===== config.mk =====
export PLATFORM = sky130hd
export DESIGN_NAME = xbus_master
export DESIGN_NICKNAME = d
export VERILOG_FILES = /design/src/rtl/xbus_pkg.sv /design/src/rtl/xbus_phase_seq.sv /design/src/rtl/xbus_req_latch.sv /design/src/rtl/xbus_pin_drive.sv /design/src/rtl/xbus_master.sv
export SDC_FILE = /design/constraint.sdc
export NUM_CORES = 1
export LEC_CHECK = 0
export BUFFER_PORTS_ARGS = -buffer_cell sky130_fd_sc_hd__clkbuf_2
export CORE_AREA = 2 2 62 64
export CTS_CLUSTER_DIAMETER = 150
export DETAILED_ROUTE_END_ITERATION = 6
export DIE_AREA = 0 0 64 66
export MAX_ROUTING_LAYER = met4
export PLACE_DENSITY = 0.79
export SYNTH_ARGS = -nofsm -noshare
export SYNTH_HDL_FRONTEND = slang
export SYNTH_SLANG_ARGS = --single-unit

===== constraint.sdc =====
create_clock -name clk -period 3.85 [get_ports clk]
set_input_delay 0.77 -clock clk [delete_from_list [all_inputs] [get_ports clk]]
set_output_delay 0.77 -clock clk [all_outputs]
set_load 0.05 [all_outputs]

===== src/rtl/xbus_pkg.sv =====
// Shared types of the external bus master.
// Assumes: request kind encoding is fixed by the request interface.
package xbus_pkg;
    typedef enum logic [1:0] {
        KIND_CODE = 2'b00,
        KIND_DRD  = 2'b01,
        KIND_DWR  = 2'b10,
        KIND_RSVD = 2'b11
    } xbus_kind_e;

    typedef enum logic [2:0] {
        PH_IDLE    = 3'd0,
        PH_ALE_HI  = 3'd1,
        PH_ALE_LO  = 3'd2,
        PH_STROBE  = 3'd3,
        PH_RECOVER = 3'd4
    } xbus_phase_e;
endpackage


===== src/rtl/xbus_phase_seq.sv =====
// Phase sequencer: steps IDLE -> ALE_HI -> ALE_LO -> STROBE -> RECOVER -> IDLE,
// each active phase lasting its parameterised number of clocks.
// Assumes: every phase length is at least 1; start is only honoured in IDLE.
module xbus_phase_seq
    import xbus_pkg::*;
#(
    parameter int ALE_HI_CYC  = 2,
    parameter int ALE_LO_CYC  = 1,
    parameter int STROBE_CYC  = 3,
    parameter int RECOVER_CYC = 1
) (
    input  logic        clk,
    input  logic        rst_n,
    input  logic        start,
    output xbus_phase_e phase,
    output logic        last_beat,
    output logic        done
);
    localparam int MAX_AB  = (ALE_HI_CYC > ALE_LO_CYC) ? ALE_HI_CYC : ALE_LO_CYC;
    localparam int MAX_CD  = (STROBE_CYC > RECOVER_CYC) ? STROBE_CYC : RECOVER_CYC;
    localparam int MAX_LEN = (MAX_AB > MAX_CD) ? MAX_AB : MAX_CD;
    localparam int CNT_W   = (MAX_LEN > 1) ? $clog2(MAX_LEN) : 1;

    logic [CNT_W-1:0] cnt;
    logic [CNT_W-1:0] len_m1;
    xbus_phase_e      phase_nx;

    // Terminal count of the current phase.
    always_comb begin
        case (phase)
            PH_ALE_HI:  len_m1 = CNT_W'(ALE_HI_CYC - 1);
            PH_ALE_LO:  len_m1 = CNT_W'(ALE_LO_CYC - 1);
            PH_STROBE:  len_m1 = CNT_W'(STROBE_CYC - 1);
            PH_RECOVER: len_m1 = CNT_W'(RECOVER_CYC - 1);
            default:    len_m1 = '0;
        endcase
    end

    // Successor of each active phase.
    always_comb begin
        case (phase)
            PH_ALE_HI:  phase_nx = PH_ALE_LO;
            PH_ALE_LO:  phase_nx = PH_STROBE;
            PH_STROBE:  phase_nx = PH_RECOVER;
            default:    phase_nx = PH_IDLE;
        endcase
    end

    assign last_beat = (phase != PH_IDLE) && (cnt == len_m1);

    // Phase and beat counter update.
    always_ff @(posedge clk) begin
        if (!rst_n) begin
            phase <= PH_IDLE;
            cnt   <= '0;
        end else if (phase == PH_IDLE) begin
            cnt <= '0;
            if (start) phase <= PH_ALE_HI;
        end else if (last_beat) begin
            phase <= phase_nx;
            cnt   <= '0;
        end else begin
            cnt <= cnt + 1'b1;
        end
    end

    // Completion pulse on the first recovery clock.
    always_ff @(posedge clk) begin
        if (!rst_n) done <= 1'b0;
        else        done <= (phase == PH_STROBE) && last_beat;
    end


    done_single_chk: assert property (@(posedge clk) disable iff (!rst_n)
        done |=> !done);


    busy_no_restart_chk: assert property (@(posedge clk) disable iff (!rst_n)
        (phase != PH_IDLE && !last_beat) |=> (phase == $past(phase)));
endmodule


===== src/rtl/xbus_req_latch.sv =====
// Request holding register: keeps kind, low address byte and write byte for
// the whole access, and owns the upper address byte driven on its port.
// Assumes: accept is only raised when the sequencer is idle.
module xbus_req_latch
    import xbus_pkg::*;
#(
    parameter int ADDR_W = 16,
    parameter int DATA_W = 8
) (
    input  logic              clk,
    input  logic              rst_n,
    input  logic              accept,
    input  xbus_kind_e        kind_in,
    input  logic              short_in,
    input  logic [ADDR_W-1:0] addr_in,
    input  logic [DATA_W-1:0] wdata_in,
    output xbus_kind_e        kind_q,
    output logic [DATA_W-1:0] addr_lo_q,
    output logic [ADDR_W-DATA_W-1:0] addr_hi_q,
    output logic [DATA_W-1:0] wdata_q
);
    localparam int HI_W = ADDR_W - DATA_W;

    logic upd_hi;
    assign upd_hi = (kind_in == KIND_CODE) || !short_in;

    // Capture the per-access fields at acceptance.
    always_ff @(posedge clk) begin
        if (!rst_n) begin
            kind_q    <= KIND_CODE;
            addr_lo_q <= '0;
            wdata_q   <= '0;
        end else if (accept) begin
            kind_q    <= kind_in;
            addr_lo_q <= addr_in[DATA_W-1:0];
            wdata_q   <= wdata_in;
        end
    end

    // Upper byte follows full-address accesses only.
    always_ff @(posedge clk) begin
        if (!rst_n)                 addr_hi_q <= '0;
        else if (accept && upd_hi)  addr_hi_q <= addr_in[ADDR_W-1 -: HI_W];
    end
endmodule


===== src/rtl/xbus_pin_drive.sv =====
// Pin decoder: maps the current phase and request kind onto the latch strobe,
// the three active-low strobes and the shared port; captures read data.
// Assumes: phase comes from registers, so the pins change only after a clock.
module xbus_pin_drive
    import xbus_pkg::*;
#(
    parameter int DATA_W = 8
) (
    input  logic              clk,
    input  logic              rst_n,
    input  xbus_phase_e       phase,
    input  logic              last_beat,
    input  xbus_kind_e        kind,
    input  logic [DATA_W-1:0] addr_lo,
    input  logic [DATA_W-1:0] wdata,
    input  logic [DATA_W-1:0] ad_in,
    output logic              ale,
    output logic              psen_n,
    output logic              rd_n,
    output logic              wr_n,
    output logic [DATA_W-1:0] ad_out,
    output logic              ad_oe,
    output logic [DATA_W-1:0] rdata
);
    logic in_strobe;
    logic addr_phase;
    logic any_low;

    assign in_strobe  = (phase == PH_STROBE);
    assign addr_phase = (phase == PH_ALE_HI) || (phase == PH_ALE_LO);

    // Strobe and shared-port decode.
    always_comb begin
        ale    = (phase == PH_ALE_HI);
        psen_n = !(in_strobe && kind == KIND_CODE);
        rd_n   = !(in_strobe && kind == KIND_DRD);
        wr_n   = !(in_strobe && kind == KIND_DWR);
        ad_oe  = addr_phase || (in_strobe && kind == KIND_DWR);
        ad_out = addr_phase ? addr_lo : wdata;
    end

    // Sample the shared port on the clock where the read strobe rises.
    always_ff @(posedge clk) begin
        if (!rst_n)                                          rdata <= '0;
        else if (in_strobe && last_beat && kind != KIND_DWR) rdata <= ad_in;
    end

    assign any_low = !psen_n || !rd_n || !wr_n;


    one_strobe_chk: assert property (@(posedge clk) disable iff (!rst_n)
        $countones({psen_n, rd_n, wr_n}) >= 2);


    strobe_after_ale_chk: assert property (@(posedge clk) disable iff (!rst_n)
        $rose(any_low) |-> (!ale && !$past(ale)));


    read_release_chk: assert property (@(posedge clk) disable iff (!rst_n)
        (!rd_n || !psen_n) |-> !ad_oe);


    capture_chk: assert property (@(posedge clk) disable iff (!rst_n)
        (in_strobe && last_beat && kind != KIND_DWR) |=> (rdata == $past(ad_in)));


    ale_drives_chk: assert property (@(posedge clk) disable iff (!rst_n)
        ale |-> (ad_oe && !any_low));
endmodule


===== src/rtl/xbus_master.sv =====
// External memory bus master top: accepts one request at a time and runs a
// four-phase multiplexed address/data cycle on the external pins.
// Assumes: requester holds request fields stable while req_valid is high.
module xbus_master
    import xbus_pkg::*;
#(
    parameter int ADDR_W      = 16,
    parameter int DATA_W      = 8,
    parameter int ALE_HI_CYC  = 2,
    parameter int ALE_LO_CYC  = 1,
    parameter int STROBE_CYC  = 3,
    parameter int RECOVER_CYC = 1
) (
    input  logic                     clk,
    input  logic                     rst_n,
    input  logic                     req_valid,
    input  logic [1:0]               req_kind,
    input  logic                     req_short,
    input  logic [ADDR_W-1:0]        req_addr,
    input  logic [DATA_W-1:0]        req_wdata,
    output logic                     req_ready,
    output logic                     done,
    output logic [DATA_W-1:0]        rdata,
    output logic [ADDR_W-DATA_W-1:0] addr_hi,
    output logic [DATA_W-1:0]        ad_out,
    output logic                     ad_oe,
    input  logic [DATA_W-1:0]        ad_in,
    output logic                     ale,
    output logic                     psen_n,
    output logic                     rd_n,
    output logic                     wr_n
);
    xbus_phase_e       phase;
    logic              last_beat;
    logic              accept;
    xbus_kind_e        kind_in;
    xbus_kind_e        kind_q;
    logic [DATA_W-1:0] addr_lo_q;
    logic [DATA_W-1:0] wdata_q;

    assign kind_in   = xbus_kind_e'(req_kind);
    assign req_ready = (phase == PH_IDLE);
    assign accept    = req_valid && req_ready && (kind_in != KIND_RSVD);

    xbus_phase_seq #(
        .ALE_HI_CYC (ALE_HI_CYC),
        .ALE_LO_CYC (ALE_LO_CYC),
        .STROBE_CYC (STROBE_CYC),
        .RECOVER_CYC(RECOVER_CYC)
    ) u_seq (
        .clk      (clk),
        .rst_n    (rst_n),
        .start    (accept),
        .phase    (phase),
        .last_beat(last_beat),
        .done     (done)
    );

    xbus_req_latch #(
        .ADDR_W(ADDR_W),
        .DATA_W(DATA_W)
    ) u_req (
        .clk      (clk),
        .rst_n    (rst_n),
        .accept   (accept),
        .kind_in  (kind_in),
        .short_in (req_short),
        .addr_in  (req_addr),
        .wdata_in (req_wdata),
        .kind_q   (kind_q),
        .addr_lo_q(addr_lo_q),
        .addr_hi_q(addr_hi),
        .wdata_q  (wdata_q)
    );

    xbus_pin_drive #(
        .DATA_W(DATA_W)
    ) u_pins (
        .clk      (clk),
        .rst_n    (rst_n),
        .phase    (phase),
        .last_beat(last_beat),
        .kind     (kind_q),
        .addr_lo  (addr_lo_q),
        .wdata    (wdata_q),
        .ad_in    (ad_in),
        .ale      (ale),
        .psen_n   (psen_n),
        .rd_n     (rd_n),
        .wr_n     (wr_n),
        .ad_out   (ad_out),
        .ad_oe    (ad_oe),
        .rdata    (rdata)
    );


    addr_hi_hold_chk: assert property (@(posedge clk) disable iff (!rst_n)
        (!req_ready && !$past(req_ready)) |-> $stable(addr_hi));


    short_keep_chk: assert property (@(posedge clk) disable iff (!rst_n)
        (accept && req_short && kind_in != KIND_CODE) |=> $stable(addr_hi));


    take_only_idle_chk: assert property (@(posedge clk) disable iff (!rst_n)
        (req_valid && !req_ready) |=> (phase != PH_ALE_HI || $past(phase) == PH_ALE_HI));
endmodule


* Word-level counts from Yosys, hierarchy flattened *
Index checks and enable logic that the tools add are counted.

operators by class
  add/subtract/negate cells = 1
  reductions and logical operators = 23
  bitwise gates (word level) = 1
  equality and inequality tests = 9
  muxes and demuxes = 6

operator list
  cell                   number
  $logic_and A1 B1 Y1    9
  $mux W3                3
  $pmux W3 S3            1
  $mux W8                1
  $eq A3 B2 Y1 const B   2
  $logic_not A1 Y1       4
  $logic_not A2 Y1       2
  $ne A2 B2 Y1 const B   2
  $pmux W2 S2            1
  $eq A3 B1 Y1 const B   1
  $logic_not A3 Y1       1
  $logic_or A1 B1 Y1     3
  $reduce_bool A3 Y1     1
  $reduce_or A3 Y1       1
  $add A2 B1 Y2 const B  1
  $eq A2 B1 Y1 const B   1
  $eq A2 B2 Y1           1
  $eq A2 B2 Y1 const B   1
  $ne A2 B1 Y1 const B   1
  $reduce_and A2 Y1      1
  $reduce_bool A2 Y1     1
  $not A1 Y1             1

storage, ports and cells
  logic and storage cells = 48
  register bits = 40
  output and inout bits = 31

* Logic depth before layout (Yosys ltp) *
Gate-level depths: netlist (run 1).

  depth after elaboration = 6
  mapped depth = 7

* By module *
From an unflattened synthesis (run 1), not the netlist that was laid out.

unflattened totals
  cells, all modules = 192
  area total of the unflattened synthesis = 1,869.3 µm²

modules (own cells, without submodules)
  module          times used  area an instance (µm²)  seq. area each (µm²)  cells an instance
  xbus_req_latch  1           1,017.2                 520.5                 94
  xbus_pin_drive  1           483.0                   160.2                 55
  xbus_phase_seq  1           349.1                   120.1                 40
  xbus_master     1           20.0                    0.0                   3

* Least setup slack after synthesis (run 1) *
Ideal clock, no wire load.

  path type = register to output
  start point = register u_seq.phase[2]
  end point = output port ad_oe
  data arrival time = 1.620 ns
  slack = 1.460 ns
  cell stages (with the launch flop) = 5
  buffers on the path = 1
  path through = dfxtp_1 > buf_6 > nand3b_1 > nand2b_1 > nand2b_1

between the ends
  word-level cells in the longest chain between the ends = 3
  elaborated cells between the ends (all ways) = 6

RTL lines
  what                                                              line                                        source
  start, declared                                                   xbus_phase_seq.sv:15                        output xbus_phase_e phase,
  start signal, assigned                                            xbus_phase_seq.sv:60                        phase <= phase_nx;
  $eq A3 B1 Y1 (tied with other cells)                              xbus_pin_drive.sv:30                        assign addr_phase = (phase == PH_ALE_HI) || (phase == PH_ALE_LO);
  $logic_or A1 B1 Y1 / $logic_and A1 B1 Y1 (equally long branches)  xbus_pin_drive.sv:30, xbus_pin_drive.sv:38
  $logic_or A1 B1 Y1 *                                              xbus_pin_drive.sv:38                        ad_oe = addr_phase || (in_strobe && kind == KIND_DWR);
  end, declared                                                     xbus_master.sv:26                           output logic ad_oe,

Every way passes the cells marked *; elsewhere a longest branch is shown, timed or not.

* Final worst setup path (run 1) *
  start point = register u_seq.phase[1]
  end point = output port ad_out[0]

between the ends
  word-level cells in the longest chain between the ends = 3
  elaborated cells between the ends (all ways) = 4

RTL lines
  what                                                 line                  source
  $eq A3 B1 Y1 / $eq A3 B2 Y1 (equally long branches)  xbus_pin_drive.sv:30
  $logic_or A1 B1 Y1 *                                 xbus_pin_drive.sv:30
  $mux W8 *                                            xbus_pin_drive.sv:39  ad_out = addr_phase ? addr_lo : wdata;
  end, declared                                        xbus_master.sv:25     output logic [DATA_W-1:0] ad_out,

Marked as above.

==> results of run 1 <==
==> placed cells by master, fill, tap and decap left out, types with 2 or more instances in the layout <==
| cell type | instances |
|---|---|
| nor2b_1 | 2 |
| nand2b_1 | 7 |
| clkbuf_4 | 5 |
| mux2i_1 | 16 |
| nand3b_1 | 2 |
| mux2_2 | 8 |
| nor2_1 | 25 |
| clkbuf_2 | 68 |
| dfxtp_1 | 40 |
| inv_1 | 2 |
| a21oi_1 | 18 |
| nor3_1 | 3 |
| nand2_1 | 34 |
==> Yosys cell counts (all sizes together) <==
library cell / n / share of area [%]
mux2: 8 / 5.3
nand2: 34 / 7.5
o2111ai: 1 / 0.89
o221a: 1 / 0.66
mux2i: 16 / 9.5
a211o: 1 / 0.52
o21ai: 1 / 0.30
nand4: 1 / 0.37
a21o: 1 / 0.44
nor2: 25 / 5.5
nand2b: 7 / 2.6
nand4b: 1 / 0.52
or4b: 1 / 0.81
nor2b: 2 / 0.74
or3b: 1 / 0.52
nand3: 1 / 0.30
nand3b: 2 / 0.89
and4: 1 / 0.52
buf: 4 / 2.1
o31a: 1 / 0.52
or3: 1 / 0.37
nor3: 5 / 2.4
clkbuf: 5 / 1.1
clkinv: 1 / 0.22
inv: 2 / 0.44
a21oi: 20 / 6.8
a31oi: 1 / 0.37
a311oi: 1 / 0.52
dfxtp: 40 / 47
==> registers in the layout, summed over array words and instances (netlist names) <==
name             flops
u_pins.rdata         8
u_req.wdata_q        8
u_req.kind_q         2
u_seq.cnt            2
u_req.addr_hi_q      8
u_seq.phase          3
u_req.addr_lo_q      8
u_seq.done           1
==> cell families after synthesis <==
| group | after synthesis |
|---|---|
| AOI/OAI and AO/OA | 28 |
| and+or+nand+nor | 82 |
| DFF | 40 |
| muxes | 24 |
| buffers and inverters | 12 |
==> worst max-delay path: cells and delay by family (launching register included) <==
kind	cells	cell delay, ns
AOI/OAI and AO/OA	1	0.43
muxes	1	0.40
and+or+nand+nor	1	0.14
buffers and inverters	1	0.23
DFF	1	0.53
==> routing by layer <==
metal	routed length (um)	part of all wire [%]	global-route usage [%]	up-vias
met1	1450	41	19.4	665
met3	156	4.5	4.77	8
met2	1800	51	31.8	36
li1	-	-	-	763
met5	0	0	-	-
met4	95	2.7	8.70	0
==> power groups by stage <==
stage	registers (mW)	logic, mW	clock network [mW]
after floorplan	0.547	0.526	0
after global placement	0.538	0.644	0
after detailed placement	0.542	0.652	0
after CTS	0.532	0.653	0.228
after global routing	0.543	0.697	0.248
final	0.532	0.644	0.222
==> layout make-up <==
cell class / instances / area, um^2 / share of cell area [%]
clock buffer: 7 / 55.1 / 2.62
clock inverter: 1 / 7.51 / 0.357
inverter: 3 / 11.3 / 0.535
multi-input combinational: 134 / 828 / 39.4
sequential: 40 / 801 / 38.1
tap: 48 / 60.1 / 2.86
timing repair buffer: 68 / 340 / 16.2
==> worst paths after layout <==
| kind | from | end | slack (ns) | depth (start not counted) |
|---|---|---|---|---|
| min reg2reg | u_req.wdata_q[7] | u_req.wdata_q[7] | 0.46 | 2 |
| min | u_req.wdata_q[7] | u_req.wdata_q[7] | 0.46 | 2 |
| max reg2reg | u_seq.phase[2] | u_seq.phase[1] | 1.76 | 4 |
| max | u_seq.phase[1] | ad_out[0] | 1.0 | 4 |
==> impl_metrics.yaml, run 1 <==
setup_path:
  arrival_ns: 2.08
  path_class: "reg2out"
  slowest_delay_ns: 0.53
  cp.required_ns: 3.08
  cp_cell_sequence: "nand2b_1 > a21oi_2 > mux2_2 > clkbuf_2"
  worstSetupEndpointType: "primary output"
  cp-start-kind: "register"
  cp_slowest_cell: "dfxtp_1"
  cp_max_fo: 11
layout:
  layout.cells.non_filler: 301
  drive_above_1_share_pct: 35.6
  syn_to_final_growth_pct: 24.2
  stdcell_area_um2: 2100
  fillerInstances: 350
  diodes: 0
  fin_nets: 290
  final_util_pct: 59.2
yosys:
  synthMuxAreaShare_pct: 14.8
  synthXorXnorAreaFrac_pct: 0
  netlist_instances: 186
  yosys.area_share.simple_pct: 23.1
  syn_avg_cell_area_um2: 9.11
  seq_area_frac_synth_pct: 47.3
  synth_seq_cells: 40
  synth_cell_types: 35
  syn_nets: 224
  synth.cell_area_um2: 1690
  synthAdderAreaFrac_pct: 0
  synth_top_family_by_area: "simple AND/OR/NAND/NOR gates"
  ys_warn_count: 0
  synth_compound_area_share_pct: 11.0
global_route:
  grt_pass1_vias: 1358
  grt_pass1_wl_mm: 5.76
  antenna_found_initial: 0
  gr-total-overflow: 0
  grtUsageTotal_pct: 18.3
  grt_start_max_net_pins: 37
timing:
  rsz0062_at_grt: "no"
  min_period_ns: 2.85
  hold_viol_final: 0
  tightest_slew_ns: 0.958
  relSlewSlack_pct: 35.7
  fin_worst_hold_slack_ns: 0.462
  fmax_mhz: 351
  postLayoutSetupSlackWorst_ns: 0.998
  clock_skew_ns: 0.00941
  fin_crit_sh_pct: 74.1
  finalSetupViolations: 0
  fin_setup_tns_ns: 0
  finalMaxSlewViolations: 0
routing:
  ant_nets: 0
  wirelength_mm: 3.50
  dr.pass1.iters: 4
  drt-initial-drc-count: 76
  post_drt_wl_per_cell_um: 11.6
  via_per_inst: 4.89
  drc_errors: 0
  num_vias: 1472
pwr:
  pwr_density_cell_nw_per_um2: 665
  swShare_pct: 44.9
  vdd.ir_drop.worst_mv: 0.310
  pwr-share-seq_pct: 38.1
  switching_power_mw: 0.628
  comb_power_share_pct: 46.1
  power.share.clock_pct: 15.9
  cellLeakagePower_nw: 0.954
  total_power_mw: 1.40
  p_int_mw: 0.770
placed_design:
  dp_hpwl_mm: 2.57
  dpl_worst_slack_ns: 1.38
  gp_congestion: 0.729
  io_buffer_count: 68
  dpl_cell_area_um2: 2040
  placedCellCount: 293
outcome:
  status: "completed"
clock_tree:
  htree_levels: 2
  cts.path.max_buffers: 2
  post-cts-setup-buffers: 0
  cts_root_buf: "clkbuf_4"
  cts_tree: "done"
  hold_buffers: 0
  clock_latency_ns: 0.35
  cts.sinks: 40
  cts_resized: 0
  clk_pin_slew_ns: 0.11
  cts_made_buffers: 5
floorplanning:
  io_pins: 69
  fp.dieArea_um2: 4220
  die_w_um: 64
  rows: 22
  initial_utilization_pct: 47.7
  die_h_um: 66
  core-area_um2: 3550
hold_path:
  holdCritPathClass: "reg2reg"
flow_run:
  drv_cap: 0
(Power assumes the default switching activity.)
==> run 2, diff against run 1 <==
--- a/config.mk
+++ b/config.mk
@@ -6,12 +6,12 @@
 export NUM_CORES = 1
 export LEC_CHECK = 0
 export BUFFER_PORTS_ARGS = -buffer_cell sky130_fd_sc_hd__clkbuf_2
-export CORE_AREA = 2 2 62 64
+export CORE_AREA = 2 2 66 68
 export CTS_CLUSTER_DIAMETER = 150
 export DETAILED_ROUTE_END_ITERATION = 6
-export DIE_AREA = 0 0 64 66
+export DIE_AREA = 0 0 68 70
 export MAX_ROUTING_LAYER = met4
-export PLACE_DENSITY = 0.79
+export PLACE_DENSITY = 0.74
 export SYNTH_ARGS = -nofsm -noshare
 export SYNTH_HDL_FRONTEND = slang
 export SYNTH_SLANG_ARGS = --single-unit
==> constraint.sdc (replaced) <==
create_clock -name clk -period 2.45 [get_ports clk]
set_input_delay 0.49 -clock clk [delete_from_list [all_inputs] [get_ports clk]]
set_output_delay 0.49 -clock clk [all_outputs]
set_load 0.05 [all_outputs]
==> run 2 against run 1 <==
First-iteration DRC count shrank 28%. Total power grew 67%. Final cell count is 2.7% higher. Critical path type unchanged. Highest routed layer unchanged. Non-clock buffer count increased by 5. Largest power group unchanged. Sequential power grew 58%. Flip-flop and latch count stayed put. Count of clock-buffer cells in the layout is 1 lower. Critical path depth is 1 higher. Global-route usage fell by 1.3 points.
==> impl_metrics.yaml, run 2 (synthesis gave the netlist of run 1 again) <==
setup_path:
  cp-start-kind: "register"
  cp_max_fo: 11
  arrival_ns: 1.85
  reg2regPathDepth: 4
  worstSetupEndpointType: "primary output"
  path_class: "reg2out"
  cp.required_ns: 1.96
routing:
  ant_nets: 0
  drt-initial-drc-count: 55
  via_per_inst: 4.90
  num_vias: 1513
  post_drt_wl_per_cell_um: 11.7
  drc_errors: 0
  wirelength_mm: 3.60
  dr.pass1.iters: 4
placed_design:
  dp_hpwl_mm: 2.66
  placedCellCount: 300
  dpl_worst_slack_ns: 0.224
  io_buffer_count: 68
  gp_congestion: 0.783
flow_run:
  drv_cap: 0
timing:
  rsz0062_at_grt: "no"
  min_period_ns: 2.34
  fin_crit_sh_pct: 95.5
  clock_skew_ns: 0.00597
  tightest_slew_ns: 0.600
  hold_viol_final: 0
  fin_setup_tns_ns: 0
  relSlewSlack_pct: 60.0
  fmax_mhz: 427
  postLayoutSetupSlackWorst_ns: 0.110
  finalSetupViolations: 0
  finalMaxSlewViolations: 0
layout:
  diodes: 0
  drive_above_1_share_pct: 37.0
  layout_common_cells: "clkbuf_2, dfxtp_1, nand2_1"
  layout.cells.non_filler: 309
  fillerInstances: 410
  syn_to_final_growth_pct: 28.1
  fin_nets: 295
  layout_commonest_cell: "clkbuf_2"
global_route:
  grtUsageTotal_pct: 17.0
  gr-total-overflow: 0
  grt_pass1_wl_mm: 6.06
  antenna_found_initial: 0
  grt_pass1_vias: 1380
  grt_start_max_net_pins: 21
outcome:
  status: "completed"
pwr:
  pwr_density_cell_nw_per_um2: 1080
  cellLeakagePower_nw: 0.989
  vdd.ir_drop.worst_mv: 0.397
floorplanning:
  die_w_um: 68
  core-area_um2: 4140
  die_h_um: 70
  io_pins: 69
  rows: 24
  initial_utilization_pct: 40.9
  fp.dieArea_um2: 4760
clock_tree:
  cts.path.max_buffers: 2
  cts_made_buffers: 5
  cts_tree: "done"
  cts.sinks: 40
  cts_root_buf: "clkbuf_8"
  htree_levels: 2
  clock_latency_ns: 0.28
  hold_buffers: 0
  clk_pin_slew_ns: 0.08
hold_path:
  hold_depth: 3
  holdCritPathClass: "in2reg"
[run 2: cell types whose count changed in the layout (fill, tap and decap cells not counted), sizes merged]
cell | previous run | this run
buf | 0 | 5
clkbuf | 75 | 74
clkinv | 1 | 2
clkinvlp | 1 | 0
[run 2: critical path, stage by stage (launching register included)]
cell and delay [ns]:
dfxtp_1 0.51, nand2b_1 0.17, a21oi_4 0.15, buf_4 0.16, mux2_2 0.34, clkbuf_2 0.23
[run 2: final timing paths]
kind	to	slack (ns)	startpoint
worst min register to register	u_req.wdata_q[6]	0.46	u_req.wdata_q[6]
worst max-delay path	ad_out[7]	0.11	u_seq.phase[1]
worst max register to register	u_req.wdata_q[7]	0.68	u_seq.phase[2]
worst min-delay path	u_req.addr_lo_q[0]	0.42	req_addr[0]
[run 2: layout make-up]
type,count,area [um^2],share of cell area [%]
timing repair buffer,73,378,17.4
clock inverter,1,5.00,0.231
sequential,40,802,37.0
inverter,3,11.3,0.519
clock buffer,6,72.6,3.34
tap,52,65.1,3.00
multi-input combinational,134,836,38.5
[run 2: routing by layer]
| layer | vias to the layer above | share of wire [%] | global-route usage [%] | routed length (um) |
|---|---|---|---|---|
| li1 | 773 | - | - | - |
| met1 | 690 | 43 | 19.2 | 1540 |
| met2 | 42 | 51 | 28.3 | 1820 |
| met3 | 8 | 4.9 | 4.19 | 178 |
| met4 | 0 | 1.8 | 6.44 | 64 |
| met5 | - | 0 | - | 0 |
[run 2: what timing repair did]
action	4_1_cts	5_1_grt
pin swaps	0	1
buffers inserted	0	2
gates resized for setup	1	1
setup endpoints to repair	8	8
[run 2: through the flow]
step	utilization (%)	hold WS (ns)	total power, mW	cell area [um^2]
after CTS	52.0	0.415	2.32	2150
after global placement	49.9	0.442	1.88	2070
after global routing	52.4	0.421	2.47	2170
after floorplan	-	0.433	1.69	1690
final	52.4	0.420	2.34	2170
after detailed placement	49.9	0.448	1.90	2070
[run 2: where the power goes]
group | leakage [nW] | switching [mW] | internal [mW]
clock network | 0.0410 | 0.209 | 0.194
logic | 0.622 | 0.718 | 0.376
registers | 0.326 | 0.0918 | 0.748
total | 0.989 | 1.02 | 1.32
==> run 3, diff against run 2 <==
--- a/config.mk
+++ b/config.mk
@@ -12,6 +12,7 @@
 export DIE_AREA = 0 0 68 70
 export MAX_ROUTING_LAYER = met4
 export PLACE_DENSITY = 0.74
+export REMOVE_ABC_BUFFERS = 1
 export SYNTH_ARGS = -nofsm -noshare
 export SYNTH_HDL_FRONTEND = slang
 export SYNTH_SLANG_ARGS = --single-unit
==> run 3 against run 2 <==
Cell area fell by 0.81%. Non-clock buffer count is 3 lower. Largest cell class unchanged. Flip-flop and latch count is the same. Global-route usage shrank 0.93 points. Critical path depth did not move.
==> impl_metrics.yaml, run 3 (synthesis gave the netlist of run 1 again) <==
layout:
  fin_nets: 292
  diodes: 0
  layout_common_cells: "clkbuf_2, dfxtp_1, nand2_1"
  layout_commonest_cell: "clkbuf_2"
  stdcell_area_um2: 2150
  syn_to_final_growth_pct: 27.0
  drive_above_1_share_pct: 37.0
floorplanning:
  io_pins: 69
  initial_utilization_pct: 40.9
  die_h_um: 70
  fp.dieArea_um2: 4760
  die_w_um: 68
  rows: 24
  core-area_um2: 4140
clock_tree:
  cts_made_buffers: 5
  clock_latency_ns: 0.29
  htree_levels: 2
  cts_root_buf: "clkbuf_8"
  cts_tree: "done"
  cts.sinks: 40
  cts.path.max_buffers: 2
  clk_pin_slew_ns: 0.07
  post-cts-setup-buffers: 0
global_route:
  grtUsageTotal_pct: 16.0
  antenna_found_initial: 0
  grt_pass1_wl_mm: 5.69
  grt_start_max_net_pins: 37
  grt_pass1_vias: 1311
  gr-total-overflow: 0
routing:
  ant_nets: 0
  num_vias: 1466
  dr.pass1.iters: 4
  wirelength_mm: 3.42
  drc_errors: 0
  drt-initial-drc-count: 48
  post_drt_wl_per_cell_um: 11.2
  via_per_inst: 4.79
timing:
  fin_setup_tns_ns: 0
  min_period_ns: 2.34
  hold_viol_final: 0
  finalMaxSlewViolations: 0
  fin_crit_sh_pct: 95.6
  fmax_mhz: 427
  clock_skew_ns: 0.00407
  rsz0062_at_grt: "no"
  relSlewSlack_pct: 34.9
  tightest_slew_ns: 0.971
  finalSetupViolations: 0
pwr:
  comb_power_share_pct: 45.9
  vdd.ir_drop.worst_mv: 0.535
  power.share.clock_pct: 17.7
  switching_power_mw: 1.01
  pwr-share-seq_pct: 36.4
  cellLeakagePower_nw: 0.974
  pwr_density_cell_nw_per_um2: 1070
  swShare_pct: 43.7
  p_int_mw: 1.30
placed_design:
  dpl_cell_area_um2: 2060
  dp_hpwl_mm: 2.50
  io_buffer_count: 68
  gp_congestion: 0.693
setup_path:
  worstSetupEndpointType: "primary output"
  cp_max_fo: 10
  cp.required_ns: 1.96
  arrival_ns: 1.85
  cp-start-kind: "register"
  path_class: "reg2out"
flow_run:
  drv_cap: 0
outcome:
  status: "completed"
hold_path:
  holdCritPathClass: "in2reg"
-- run 3: cell count changes in the layout (fill, tap and decap cells not counted), sizes merged --
cell,delta
buf,-3
clkbuf,-1
clkinvlp,+1
-- run 3: worst paths after layout --
kind	startpoint	end	slack, ns	cells after the start
max reg2reg	u_seq.phase[2]	u_req.addr_lo_q[7]	0.66	4
min reg2reg	u_req.wdata_q[6]	u_req.wdata_q[6]	0.46	2
max	u_seq.phase[0]	ad_out[7]	0.11	5
min	req_wdata[5]	u_req.wdata_q[5]	0.41	3
-- run 3: final cells by class --
class,instances,area (um^2)
clock buffer,5,68.8
clock inverter,2,12.5
fill,417,1990
inverter,3,11.3
multi-input combinational,134,836
sequential,40,803
tap,52,65.1
timing repair buffer,70,355
-- run 3: metrics by stage --
step | utilization, % | cells | setup WS (ns) | total power, mW | hold WS [ns]
final | 51.9 | 306 | 0.107 | 2.31 | 0.414
after global placement | 49.7 | 299 | 0.343 | 1.89 | 0.441
after floorplan | - | 177 | -0.0413 | 1.65 | 0.433
after CTS | 51.8 | 306 | 0.0666 | 2.33 | 0.405
after detailed placement | 49.7 | 299 | 0.290 | 1.91 | 0.448
after global routing | 51.9 | 306 | 0.0165 | 2.46 | 0.409
-- run 3: timing repair --
| item | CTS | global route |
|---|---|---|
| pin swaps | 0 | 0 |
| setup endpoints to repair | 5 | 5 |
| hold buffers | 0 | 0 |
| resized for setup | 2 | 1 |
| cloned | 0 | 0 |
-- run 3: per-layer routing --
| layer | vias up | GRT usage [%] | share of wire (%) |
|---|---|---|---|
| li1 | 762 | - | - |
| met1 | 652 | 19.6 | 45 |
| met2 | 46 | 24.3 | 46 |
| met3 | 6 | 5.80 | 7.0 |
| met4 | 0 | 5.33 | 1.5 |
| met5 | - | - | 0 |
-- run 3: critical path, stage by stage, from the launching register on --
cell,delay [ns]
dfxtp_2,0.37
nand2b_1,0.22
a21oi_4,0.22
buf_4,0.19
mux2_2,0.33
clkbuf_2,0.23
-- run 3: power by group through the flow --
| stage | clock [mW] | sequential [mW] | combinational [mW] |
|---|---|---|---|
| 3_3_place_gp | 0 | 0.847 | 1.05 |
| 6_report | 0.409 | 0.840 | 1.06 |
| 2_1_floorplan | 0 | 0.888 | 0.758 |
| 5_1_grt | 0.448 | 0.863 | 1.15 |
| 3_5_place_dp | 0 | 0.852 | 1.06 |
| 4_1_cts | 0.428 | 0.841 | 1.06 |
